[src/rtl/rxl_pkg.sv]
package rxl_pkg;

  typedef enum logic {
    HUNT = 1'b0,
    LOCK = 1'b1
  } sync_state_e;

  localparam logic [15:0] CRC_POLY   = 16'h1021;
  localparam logic [15:0] CRC_PRESET = 16'hFFFF;

  // one MSB-first CRC shift for a single incoming bit
  function automatic logic [15:0] crc16_next(input logic [15:0] c, input logic b);
    logic fb;
    fb = c[15] ^ b;
    return {c[14:0], 1'b0} ^ (fb ? CRC_POLY : 16'h0000);
  endfunction

  // 23-bit key generator step, taps 23 and 18
  function automatic logic [22:0] key_next(input logic [22:0] s);
    return {s[21:0], s[22] ^ s[17]};
  endfunction

  function automatic logic vote3(input logic a, input logic b, input logic c);
    return (a & b) | (a & c) | (b & c);
  endfunction

endpackage

[src/rtl/rx_restrobe.sv]
module rx_restrobe #(
  parameter int OVS = 16
) (
  input  logic clk,
  input  logic rst_n,
  input  logic sample_en,
  input  logic line_in,
  output logic bit_stb,
  output logic bit_val
);
  import rxl_pkg::*;

  localparam int PW = $clog2(OVS);
  localparam logic [PW-1:0] PH_LAST = PW'(OVS - 1);
  localparam logic [PW-1:0] PH_VOTE = PW'(OVS / 2 + 1);

  logic          sy1, sy2, sy_prev;
  logic [1:0]    hist;
  logic [PW-1:0] phase;
  logic          edge_seen;
  logic          vote_now;

  assign edge_seen = sample_en && (sy2 != sy_prev);
  assign vote_now  = sample_en && !edge_seen && (phase == PH_VOTE);

  always_ff @(posedge clk or negedge rst_n) begin
    if (!rst_n) begin
      sy1 <= 1'b0;
      sy2 <= 1'b0;
    end else begin
      sy1 <= line_in;
      sy2 <= sy1;
    end
  end

  always_ff @(posedge clk or negedge rst_n) begin
    if (!rst_n) begin
      sy_prev <= 1'b0;
      hist    <= '0;
      phase   <= '0;
      bit_stb <= 1'b0;
      bit_val <= 1'b0;
    end else begin
      bit_stb <= 1'b0;
      if (sample_en) begin
        sy_prev <= sy2;
        hist    <= {hist[0], sy2};
        if (edge_seen)             phase <= PW'(1);
        else if (phase == PH_LAST) phase <= '0;
        else                       phase <= phase + PW'(1);
        if (vote_now) begin
          bit_stb <= 1'b1;
          bit_val <= vote3(hist[1], hist[0], sy2);
        end
      end
    end
  end

endmodule

[src/rtl/rx_framer.sv]
module rx_framer #(
  parameter int FRAME_LEN   = 16,
  parameter int SYNC_HITS   = 8,
  parameter int LOSS_MISSES = 4
) (
  input  logic clk,
  input  logic rst_n,
  input  logic bit_stb,
  input  logic bit_val,
  output logic pay_stb,
  output logic pay_bit,
  output logic frame_start,
  output logic sync_lost,
  output logic in_sync
);
  import rxl_pkg::*;

  localparam int PW = $clog2(FRAME_LEN);
  localparam int HW = $clog2(SYNC_HITS + 1);
  localparam int MW = $clog2(LOSS_MISSES + 1);
  localparam logic [PW-1:0] POS_LAST = PW'(FRAME_LEN - 1);
  localparam logic [HW-1:0] HIT_LAST = HW'(SYNC_HITS - 1);
  localparam logic [MW-1:0] MIS_LAST = MW'(LOSS_MISSES - 1);

  sync_state_e   st;
  logic [PW-1:0] pos;
  logic [HW-1:0] hits;
  logic [MW-1:0] miss;
  logic          prev_bit;
  logic          at_ovh, ovh_ok;

  assign at_ovh      = bit_stb && (pos == POS_LAST);
  assign ovh_ok      = (bit_val != prev_bit);
  assign pay_stb     = bit_stb && (st == LOCK) && (pos != POS_LAST);
  assign pay_bit     = bit_val;
  assign frame_start = at_ovh && (st == HUNT) && ovh_ok && (hits == HIT_LAST);
  assign sync_lost   = at_ovh && (st == LOCK) && !ovh_ok && (miss == MIS_LAST);
  assign in_sync     = (st == LOCK);

  always_ff @(posedge clk or negedge rst_n) begin
    if (!rst_n) begin
      st       <= HUNT;
      pos      <= POS_LAST;
      hits     <= '0;
      miss     <= '0;
      prev_bit <= 1'b0;
    end else if (bit_stb) begin
      prev_bit <= bit_val;
      if (!at_ovh) begin
        pos <= pos + PW'(1);
      end else if (st == HUNT) begin
        if (ovh_ok) begin
          pos <= '0;
          if (frame_start) begin
            st   <= LOCK;
            hits <= '0;
            miss <= '0;
          end else begin
            hits <= hits + HW'(1);
          end
        end else begin
          hits <= '0;          // slip by one bit: test the next bit
        end
      end else begin
        if (ovh_ok) begin
          miss <= '0;
          pos  <= '0;
        end else if (sync_lost) begin
          st   <= HUNT;
          miss <= '0;
          hits <= '0;
          pos  <= POS_LAST;
        end else begin
          miss <= miss + MW'(1);
          pos  <= '0;
        end
      end
    end
  end

endmodule

[src/rtl/rx_descrambler.sv]
module rx_descrambler #(
  parameter logic [22:0] SEED = 23'h5A5A5
) (
  input  logic clk,
  input  logic rst_n,
  input  logic frame_start,
  input  logic pay_stb,
  input  logic pay_bit,
  output logic out_valid,
  output logic out_bit
);
  import rxl_pkg::*;

  logic [22:0] key_st;

  always_ff @(posedge clk or negedge rst_n) begin
    if (!rst_n) begin
      key_st    <= SEED;
      out_valid <= 1'b0;
      out_bit   <= 1'b0;
    end else begin
      out_valid <= pay_stb;
      if (frame_start) begin
        key_st <= SEED;
      end else if (pay_stb) begin
        out_bit <= pay_bit ^ key_st[22];
        key_st  <= key_next(key_st);
      end
    end
  end

endmodule

[src/rtl/rx_blockcheck.sv]
module rx_blockcheck #(
  parameter int BLOCK_BITS = 1024
) (
  input  logic clk,
  input  logic rst_n,
  input  logic frame_start,
  input  logic pay_stb,
  input  logic pay_bit,
  output logic blk_end,
  output logic crc_err
);
  import rxl_pkg::*;

  localparam int CW = $clog2(BLOCK_BITS);
  localparam logic [CW-1:0] CNT_LAST = CW'(BLOCK_BITS - 1);

  logic [15:0]   crc_q, crc_d;
  logic [CW-1:0] cnt;

  assign crc_d = crc16_next(crc_q, pay_bit);

  always_ff @(posedge clk or negedge rst_n) begin
    if (!rst_n) begin
      crc_q   <= CRC_PRESET;
      cnt     <= '0;
      blk_end <= 1'b0;
      crc_err <= 1'b0;
    end else begin
      blk_end <= 1'b0;
      crc_err <= 1'b0;
      if (frame_start) begin
        crc_q <= CRC_PRESET;
        cnt   <= '0;
      end else if (pay_stb) begin
        if (cnt == CNT_LAST) begin
          blk_end <= 1'b1;
          crc_err <= (crc_d != 16'h0000);
          crc_q   <= CRC_PRESET;
          cnt     <= '0;
        end else begin
          crc_q <= crc_d;
          cnt   <= cnt + CW'(1);
        end
      end
    end
  end

endmodule

[src/rtl/serial_link_rx.sv]
module serial_link_rx #(
  parameter int          OVS         = 16,
  parameter int          FRAME_LEN   = 16,
  parameter int          SYNC_HITS   = 8,
  parameter int          LOSS_MISSES = 4,
  parameter int          BLOCK_BITS  = 1024,
  parameter logic [22:0] SEED        = 23'h5A5A5
) (
  input  logic clk,
  input  logic rst_n,
  input  logic sample_en,
  input  logic line_in,
  output logic out_valid,
  output logic out_bit,
  output logic in_sync,
  output logic blk_end,
  output logic crc_err
);

  // internal events, named for the checker
  logic bit_stb, bit_val;
  logic pay_stb, pay_bit;
  logic frame_start, sync_lost;

  rx_restrobe #(.OVS(OVS)) u_restrobe (
    .clk(clk), .rst_n(rst_n), .sample_en(sample_en), .line_in(line_in),
    .bit_stb(bit_stb), .bit_val(bit_val)
  );

  rx_framer #(
    .FRAME_LEN(FRAME_LEN), .SYNC_HITS(SYNC_HITS), .LOSS_MISSES(LOSS_MISSES)
  ) u_framer (
    .clk(clk), .rst_n(rst_n), .bit_stb(bit_stb), .bit_val(bit_val),
    .pay_stb(pay_stb), .pay_bit(pay_bit), .frame_start(frame_start),
    .sync_lost(sync_lost), .in_sync(in_sync)
  );

  rx_descrambler #(.SEED(SEED)) u_descr (
    .clk(clk), .rst_n(rst_n), .frame_start(frame_start),
    .pay_stb(pay_stb), .pay_bit(pay_bit),
    .out_valid(out_valid), .out_bit(out_bit)
  );

  rx_blockcheck #(.BLOCK_BITS(BLOCK_BITS)) u_blk (
    .clk(clk), .rst_n(rst_n), .frame_start(frame_start),
    .pay_stb(pay_stb), .pay_bit(pay_bit),
    .blk_end(blk_end), .crc_err(crc_err)
  );

endmodule

[config.mk]
export PLATFORM = sky130hd
export DESIGN_NAME = serial_link_rx
export DESIGN_NICKNAME = d
export VERILOG_FILES = /design/src/rtl/rxl_pkg.sv /design/src/rtl/rx_restrobe.sv /design/src/rtl/rx_framer.sv /design/src/rtl/rx_descrambler.sv /design/src/rtl/rx_blockcheck.sv /design/src/rtl/serial_link_rx.sv
export SDC_FILE = /design/constraint.sdc
export NUM_CORES = 1
export LEC_CHECK = 0
export CAP_MARGIN = 15
export CORE_MARGIN = 4
export CORE_UTILIZATION = 60
export CTS_BUF_LIST = sky130_fd_sc_hd__clkbuf_16
export CTS_CLUSTER_SIZE = 28
export DETAILED_ROUTE_END_ITERATION = 10
export PLACE_DENSITY = 0.78
export SLEW_MARGIN = 20
export SYNTH_ARGS = -nofsm -noshare
export SYNTH_HDL_FRONTEND = slang
export SYNTH_SLANG_ARGS = --single-unit
[constraint.sdc]
create_clock -name clk -period 2.55 [get_ports clk]
set_input_delay 0.3825 -clock clk [delete_from_list [all_inputs] [get_ports clk]]
set_output_delay 0.3825 -clock clk [all_outputs]
set_load 0.005 [all_outputs]
Word level (Yosys, flattened, before mapping)
Index checks and enable logic that the tools add are counted.
{"block": "op_classes", "n_lt_le_gt_ge": 0, "multipliers": 0, "n_eq_ne": 12, "div_mod_pow": 0, "n_bitwise": 11, "addsub": 5, "reduce_logical": 24, "n_mux": 39, "shifts": 0}
{"operator": "$mux 16", "count": 3}
{"operator": "$mux 4", "count": 12}
{"operator": "$mux 23", "count": 2}
{"operator": "$mux 10", "count": 3}
{"operator": "$reduce_bool 16->1", "count": 1}
{"operator": "$xor 16x16->16", "count": 1}
{"operator": "$mux 3", "count": 5}
{"operator": "$mux 1", "count": 13}
{"operator": "$mux 13", "count": 1}
{"operator": "$add 4x1->4 const B", "count": 3}
{"operator": "$eq 4x4->1 const B", "count": 3}
{"operator": "$logic_and 1x1->1", "count": 12}
{"operator": "$add 10x1->10 const B", "count": 1}
{"operator": "$eq 10x10->1 const B", "count": 1}
{"operator": "$reduce_and 2->1", "count": 4}
{"operator": "$reduce_and 4->1", "count": 2}
{"operator": "$reduce_bool 2->1", "count": 3}
{"operator": "$eq 4x3->1 const B", "count": 1}
{"operator": "$ne 2x2->1 const B", "count": 2}
{"operator": "$ne 4x4->1 const B", "count": 1}
{"operator": "$add 3x1->3 const B", "count": 1}
{"operator": "$and 1x1->1", "count": 3}
{"operator": "$eq 3x2->1 const B", "count": 1}
{"operator": "$ne 3x2->1 const B", "count": 1}
{"operator": "5 further kinds", "count": 11}
{"block": "word_totals", "inputBits": 4, "ram_bits": 0, "elab_cells": 110, "out_inout_bits": 5, "memories": 0, "register_bits": 77, "latchBits": 0, "romBits": 0}

Logic depth before layout (Yosys ltp)
Gate-level depths: netlist (run 1).
{"block": "depth", "ltp_word": 9, "mapped_depth": 7, "mapped_depth_nobuf": 6}

Modules after synthesis
A second synthesis (run 1) with hierarchy kept.
{"block": "hier_totals", "hier_cells": 305, "area_unflattened_um2": 3574.7}
{"mod": "rx_blockcheck", "cells_per_inst": 112, "instances": 1, "seq_area_each_um2": 720.7, "area_each_um2": 1291.2}
{"mod": "rx_descrambler", "cells_per_inst": 80, "instances": 1, "seq_area_each_um2": 638.1, "area_each_um2": 1073.5}
{"mod": "rx_framer", "cells_per_inst": 76, "instances": 1, "seq_area_each_um2": 330.3, "area_each_um2": 738.2}
{"mod": "rx_restrobe", "cells_per_inst": 37, "instances": 1, "seq_area_each_um2": 250.2, "area_each_um2": 471.7}

Worst setup path before layout (run 1)
No wires, ideal clock.
{"block": "synth_timing", "path_type": "register to register", "from": "register u_framer.pos[0]", "to": "register u_blk.cnt[9]", "setup_ps": 126, "setup_slack_ps": 566, "period_less_slack_ps": 1984, "stages_incl_launch_ff": 5, "t_required_ps": 2424, "arrival_time_ps": 1857, "n_path_buf": 0, "cell_sequence": "dfstp_2 -> ha_1 -> nand4_4 -> or4_4 -> a311o_1"}
{"block": "synth_via", "elab_chain_cells": 6, "word_cells_on_any_way": 9, "cone_classes": "eq/ne (2); mux (1); reduce/logical (6)"}
{"item": "from (decl)", "line_no": "rx_framer.sv:26", "source": "logic [PW-1:0] pos;"}
{"item": "from (signal assigned)", "line_no": "rx_framer.sv:50", "source": "pos <= pos + PW'(1);"}
{"item": "$eq 4x4->1", "line_no": "rx_framer.sv:32", "source": "assign at_ovh = bit_stb && (pos == POS_LAST);"}
{"item": "$logic_and 1x1->1", "line_no": "rx_framer.sv:32"}
{"item": "$logic_and 1x1->1 (3 in a row)", "line_no": "rx_framer.sv:36", "source": "assign frame_start = at_ovh && (st == HUNT) && ovh_ok && (hits == HIT_LAST);"}
{"item": "$mux 10 or $reduce_bool 2->1 (tied branches)"}
{"item": "to (signal assigned)", "line_no": "rx_blockcheck.sv:42", "source": "cnt <= cnt + CW'(1);"}
{"item": "to (decl)", "line_no": "rx_blockcheck.sv:18", "source": "logic [CW-1:0] cnt;"}
Several ways; a longest one is shown, not always the timed one.
A chain may end at the register's enable or synchronous reset.

Worst setup path after layout (run 1)
{"block": "layout_timing", "from": "register u_framer.pos[0]", "to": "register u_blk.cnt[2]"}
Same word-level chain as after synthesis.

==> run metrics, run 1 <==
DR WL/cell 15.9 um; RR Startpoint u_framer.pos[0]; root buffer cell clkbuf_16; ys flop type dfrtp_1; Area Overhead vs Synth 14.1%; final-layout fill cell count 393; met3 WL 224 um; Post-CTS Resized 0; Core Area 5540 um^2; register area share after synthesis 56.4%; Pleak 1.73 nW; Setup CP Type register to register; layout cells sized above 1 20.2%; pin count of the biggest net entering global routing 77; Post-DRT Antenna Nets 0; Worst setup EP type register; R2R cell count 5; TritonCTS clock tree yes; Slew Viols, Final 0; Avg Inst Size Synth 11.0 um^2; Setup WS post-layout 0.384 ns; fin crit period 2.17 ns; met1 wire length 3.05 mm; Congestion Overflow GR 0; TritonCTS sink count 76; startpoint types register; H-tree depth 3; first-pass GRT wire length 11.5 mm; Detail Placement HPWL 4.02 mm; most instantiated library cell after synthesis dfrtp_1; cell taking the most area after synthesis dfrtp_1; vias post-DR 2425; Tot GR Track Use 20.0%; relative slew slack 39.3%; RSZ-0062 raised after global routing no; # setup viols final 0; I/O Buffers 8; Yosys cell types 55; Ports 9; EDFF count, synth 0; number of global-route vias before repair 2523; Die ar. 7010 um^2; status complete, no violations; PD cells 794 nW/um^2; Synth Instances 313; Final Hold Vio Count 0; nets 333; Initial Util 62.1%; YS warnings 0; chip height 83.7 um; Routed met2 length 3.04 mm; Vias/cell 6.08; clk buf depth 2; Slew @ Worst Pin 0.911 ns; Clk Latency, worst-skew pair 0.32 ns; R2R Setup Slk 0.38 ns; PnR Total Power 3.12 mW; Worst Hold Class input port to asynchronous set/reset pin; setup TNS 0 ns; Worst VDD drop 0.535 mV; GP Congestion 0.838; pre-CTS setup slack 0.381 ns; post-synthesis register bit count 76; DRT iter0 DRCs 164; asr flop ratio synth 100%; Clock transition at path regs 0.06 ns; period utilization 85.0%; initial antenna violation count 0; Req. time, crit path 2.76 ns; CP arrival 2.38 ns; first-pass iteration count of the detailed router 4; syn nets 324; Die Wd 83.7 um; max capacitance violation total 0; WL final 6.35 mm; cts hold-fix bufs 0; Site Rows 27; uppermost layer routed met4; mapped cell area 3440 um^2; post-CTS setup buffer count 0; antenna cells 0; CTS Buf Count 9; largest fanout on the critical path 16; top cells by count, synth dfrtp_1, nand2_1, dfstp_2; Reg-to-Reg End u_blk.cnt[2]; Fmax 462 MHz; clk_skew 0.00492 ns; Synth area leaders dfrtp_1, dfstp_2, nand2_1; DRC viols 0; Synth top area share 33.5%
layer usage:
| metal | global-route usage, % | vias to the layer above |
|---|---|---|
| met5 | 0 | - |
| met4 | 5.56 | 0 |
| met3 | 4.84 | 5 |
| met2 | 32.8 | 37 |
| met1 | 26.6 | 1209 |
| li1 | - | 1174 |
stage by stage:
stage / hold WS [ns] / instances / instance area, um^2 / util, %
2_1_floorplan: 0.0869 / 313 / 3440 / -
3_3_place_gp: 0.336 / 383 / 3580 / 64.6
3_5_place_dp: 0.340 / 383 / 3580 / 64.6
4_1_cts: 0.226 / 399 / 3930 / 70.9
5_1_grt: 0.260 / 399 / 3930 / 70.9
6_report: 0.181 / 399 / 3930 / 70.9
layout make-up:
type                       count  area [um^2]  share of cell area [%]
timing repair buffer          15          130                    3.31
sequential                    76         1940                    49.4
clock buffer                   9          225                    5.74
clock inverter                 7          121                    3.09
multi-input combinational    214         1400                    35.6
tap                           72         90.1                    2.29
inverter                       6         22.5                   0.574
kinds of logic after synthesis:
logic type                 synth area share (%)
AOI/OAI and AO/OA                          15.9
muxes                                      1.60
buffers and inverters                      3.02
xor gates and xnor gates                   2.29
DFF                                        56.4
and+or+nand+nor                            18.3
adders and majority gates                  2.55
worst max-delay path by stage:
stage,slack [ns],end,cells past startpoint,startpoint
after floorplan,0.57,u_blk.cnt[9],4,u_framer.pos[0]
after global placement,0.44,u_blk.cnt[2],5,u_framer.pos[0]
after detailed placement,0.38,u_blk.cnt[2],5,u_framer.pos[0]
after CTS,0.37,u_blk.cnt[2],5,u_framer.pos[0]
after global routing,0.23,u_blk.cnt[2],5,u_framer.pos[0]
final,0.38,u_blk.cnt[2],5,u_framer.pos[0]
cell usage in the layout, fill, tap and decap left out, types with 3 or more instances in the layout:
cell / n
dfrtp_1: 46
nand2_1: 39
dfstp_2: 30
o21ai_0: 16
a22o_1: 16
nand3_1: 14
nor2_1: 13
nor3_1: 10
o22a_1: 9
clkbuf_16: 9
o22ai_1: 8
buf_4: 8
nor4_1: 7
xnor2_1: 7
ha_1: 7
clkdlybuf4s50_1: 7
inv_1: 6
or3_1: 6
nand4_1: 5
o21a_1: 5
mux2_2: 4
a31oi_1: 4
nor2b_1: 3
and3_1: 3
a21oi_1: 3
bufinv_16: 3
worst max-delay path, stage by stage, from the launching register on:
cell	delay, ns
dfstp_2	0.55
ha_1	0.28
nand4_4	0.21
nor4_2	0.41
nor2_2	0.22
a221o_1	0.38
power breakdown:
group	switching [mW]	internal (mW)	leakage, nW
Combinational	0.189	0.124	0.625
Clock	0.490	0.962	0.170
Sequential	0.0685	1.28	0.933
Total	0.747	2.37	1.73
state kept, by name (all words and copies together) (netlist names), 2 cells and up:
name and flops:
u_framer.pos 4, u_restrobe.phase 4, u_framer.hits 4, u_blk.crc_q 16, u_descr.key_st 23, u_blk.cnt 10
u_framer.miss 3, u_restrobe.hist 2
Power figures use the tool's default switching activity.
==> inputs of run 2 (changes only) <==
clock period = 2.27 ns   (was 2.55 ns; I/O delays follow)
==> run metrics, run 2 (synthesized netlist as in run 1, its figures left out) <==
DR WL/cell 16.4 um; CP Buf/Inv Count 0; I/O Buffers 8; nets 336; critical path's slowest cell or4_4; Slew Viols, Final 0; Setup CP Type register to register; # setup viols final 0; Final Util 70.8%; Initial Util 62.1%; crit path cell chain ha_1, nand4_4, or4_4, a311o_1; hold_ws 0.147 ns; final-layout fill cell count 405; max FFs per register 23; TritonCTS clock tree yes; first-pass GRT wire length 11.5 mm; biggest regs u_descr.key_st: 23 flops, u_blk.crc_q: 16 flops, u_blk.cnt: 10 flops; period utilization 93.2%; Top delay family on crit path simple AND/OR/NAND/NOR gates; antenna cells 0; Slew @ Worst Pin 0.916 ns; Die Wd 83.7 um; register area 1940 um^2; pin count of the biggest net entering global routing 77; Req. time, crit path 2.48 ns; Vias/cell 6.21; Post-DRT Antenna Nets 0; relative slew slack 38.9%; clk_skew 0.00500 ns; PD cells 868 nW/um^2; CP arrival 2.33 ns; Core Area 5540 um^2; Worst Hold Class input port to asynchronous set/reset pin; startpoint types register; Fmax 472 MHz; clk buf depth 2; commonest non-fill, non-tap cell in the layout dfrtp_1; Worst VDD drop 0.562 mV; Tot GR Track Use 20.3%; first-pass iteration count of the detailed router 4; Detail Placement HPWL 4.06 mm; cts hold-fix bufs 0; WL final 6.59 mm; fin crit period 2.12 ns; Pleak 1.73 nW; Ports 9; setup TNS 0 ns; root buffer cell clkbuf_16; GP Congestion 0.895; Reg with most FFs u_descr.key_st; CP peak stage delay 0.60 ns; max capacitance violation total 0; layout cells sized above 1 20.6%; commonest cells after routing, fill and taps aside dfrtp_1, nand2_1, dfstp_2, o21ai_0, a22o_1; chip height 83.7 um; multi-input logic area 1400 um^2; largest fanout on the critical path 10; number of global-route vias before repair 2553; RSZ-0062 raised after global routing no; Site Rows 27; CTS Buf Count 9; Worst setup EP type register; Die ar. 7010 um^2; vias post-DR 2495; DRT iter0 DRCs 110; DRC viols 0; Clock transition at path regs 0.06 ns; Final Hold Vio Count 0; Clk Latency, worst-skew pair 0.33 ns; initial antenna violation count 0; Congestion Overflow GR 0; H-tree depth 3; TritonCTS sink count 76; Area Overhead vs Synth 14.0%; status complete, no violations
==> run 2: cell count changes in the layout (fill, tap and decap cells not counted), sizes merged <==
cell    before  now
inv          8    6
buf          8   11
clkinv       2    5
bufinv       3    2
==> run 2: layer usage <==
metal	up-vias	global-route usage [%]	routed length, um
met4	0	10.5	122
li1	1184	-	-
met1	1248	25.3	3090
met3	13	4.05	213
met5	-	0	0
met2	50	33.6	3170
==> run 2: path summary, 6_finish.rpt <==
check | from | endpoint | slack, ns | cells after the start
min in group clk | u_restrobe.sy1 | u_restrobe.sy2 | 0.35 | 0
max in group asynchronous | rst_n | u_framer.hits[0] | 1.53 | 1
worst max register to register | u_framer.pos[0] | u_blk.cnt[9] | 0.15 | 4
worst min register to register | u_restrobe.sy1 | u_restrobe.sy2 | 0.35 | 0
worst max-delay path | u_framer.pos[0] | u_blk.cnt[9] | 0.15 | 4
worst min-delay path | rst_n | u_blk.cnt[4] | 0.15 | 1
==> run 2: worst register-to-register path: stages (launching register included) <==
cell and delay (ns):
dfstp_2 0.55, ha_1 0.27, nand4_4 0.20, or4_4 0.61
a311o_1 0.36
==> run 2: what timing repair did <==
item                                    CTS  global route
hold endpoints to repair                  0             0
setup buffers                             0             0
resized for setup                         0             1
endpoints found under the setup margin    0             1
==> run 2: layout make-up <==
cell class	instances	area share [%]
clock buffers	9	5.74
flip-flops and latches	76	49.4
well taps	72	2.30
clock inverters	7	2.33
multi-input cells	214	35.7
inverters	6	0.574
repair buffers	18	3.89
==> run 2: where the power goes <==
part / leakage, nW / total [mW] / internal, mW / switching, mW
Clock: 0.157 / 1.49 / 0.957 / 0.533
Sequential: 0.933 / 1.54 / 1.44 / 0.0946
Combinational: 0.640 / 0.381 / 0.169 / 0.212
Total: 1.73 / 3.41 / 2.57 / 0.839
==> run 2: through the flow <==
stage	cell area (um^2)	power (mW)	cells	worst slack, ns
floorplan	3440	1.80	313	0.286
global placement	3600	1.92	386	0.207
detailed placement	3600	1.93	386	0.166
CTS	3920	3.43	402	0.148
global route	3920	3.58	402	0.0309
finish	3920	3.41	402	0.153
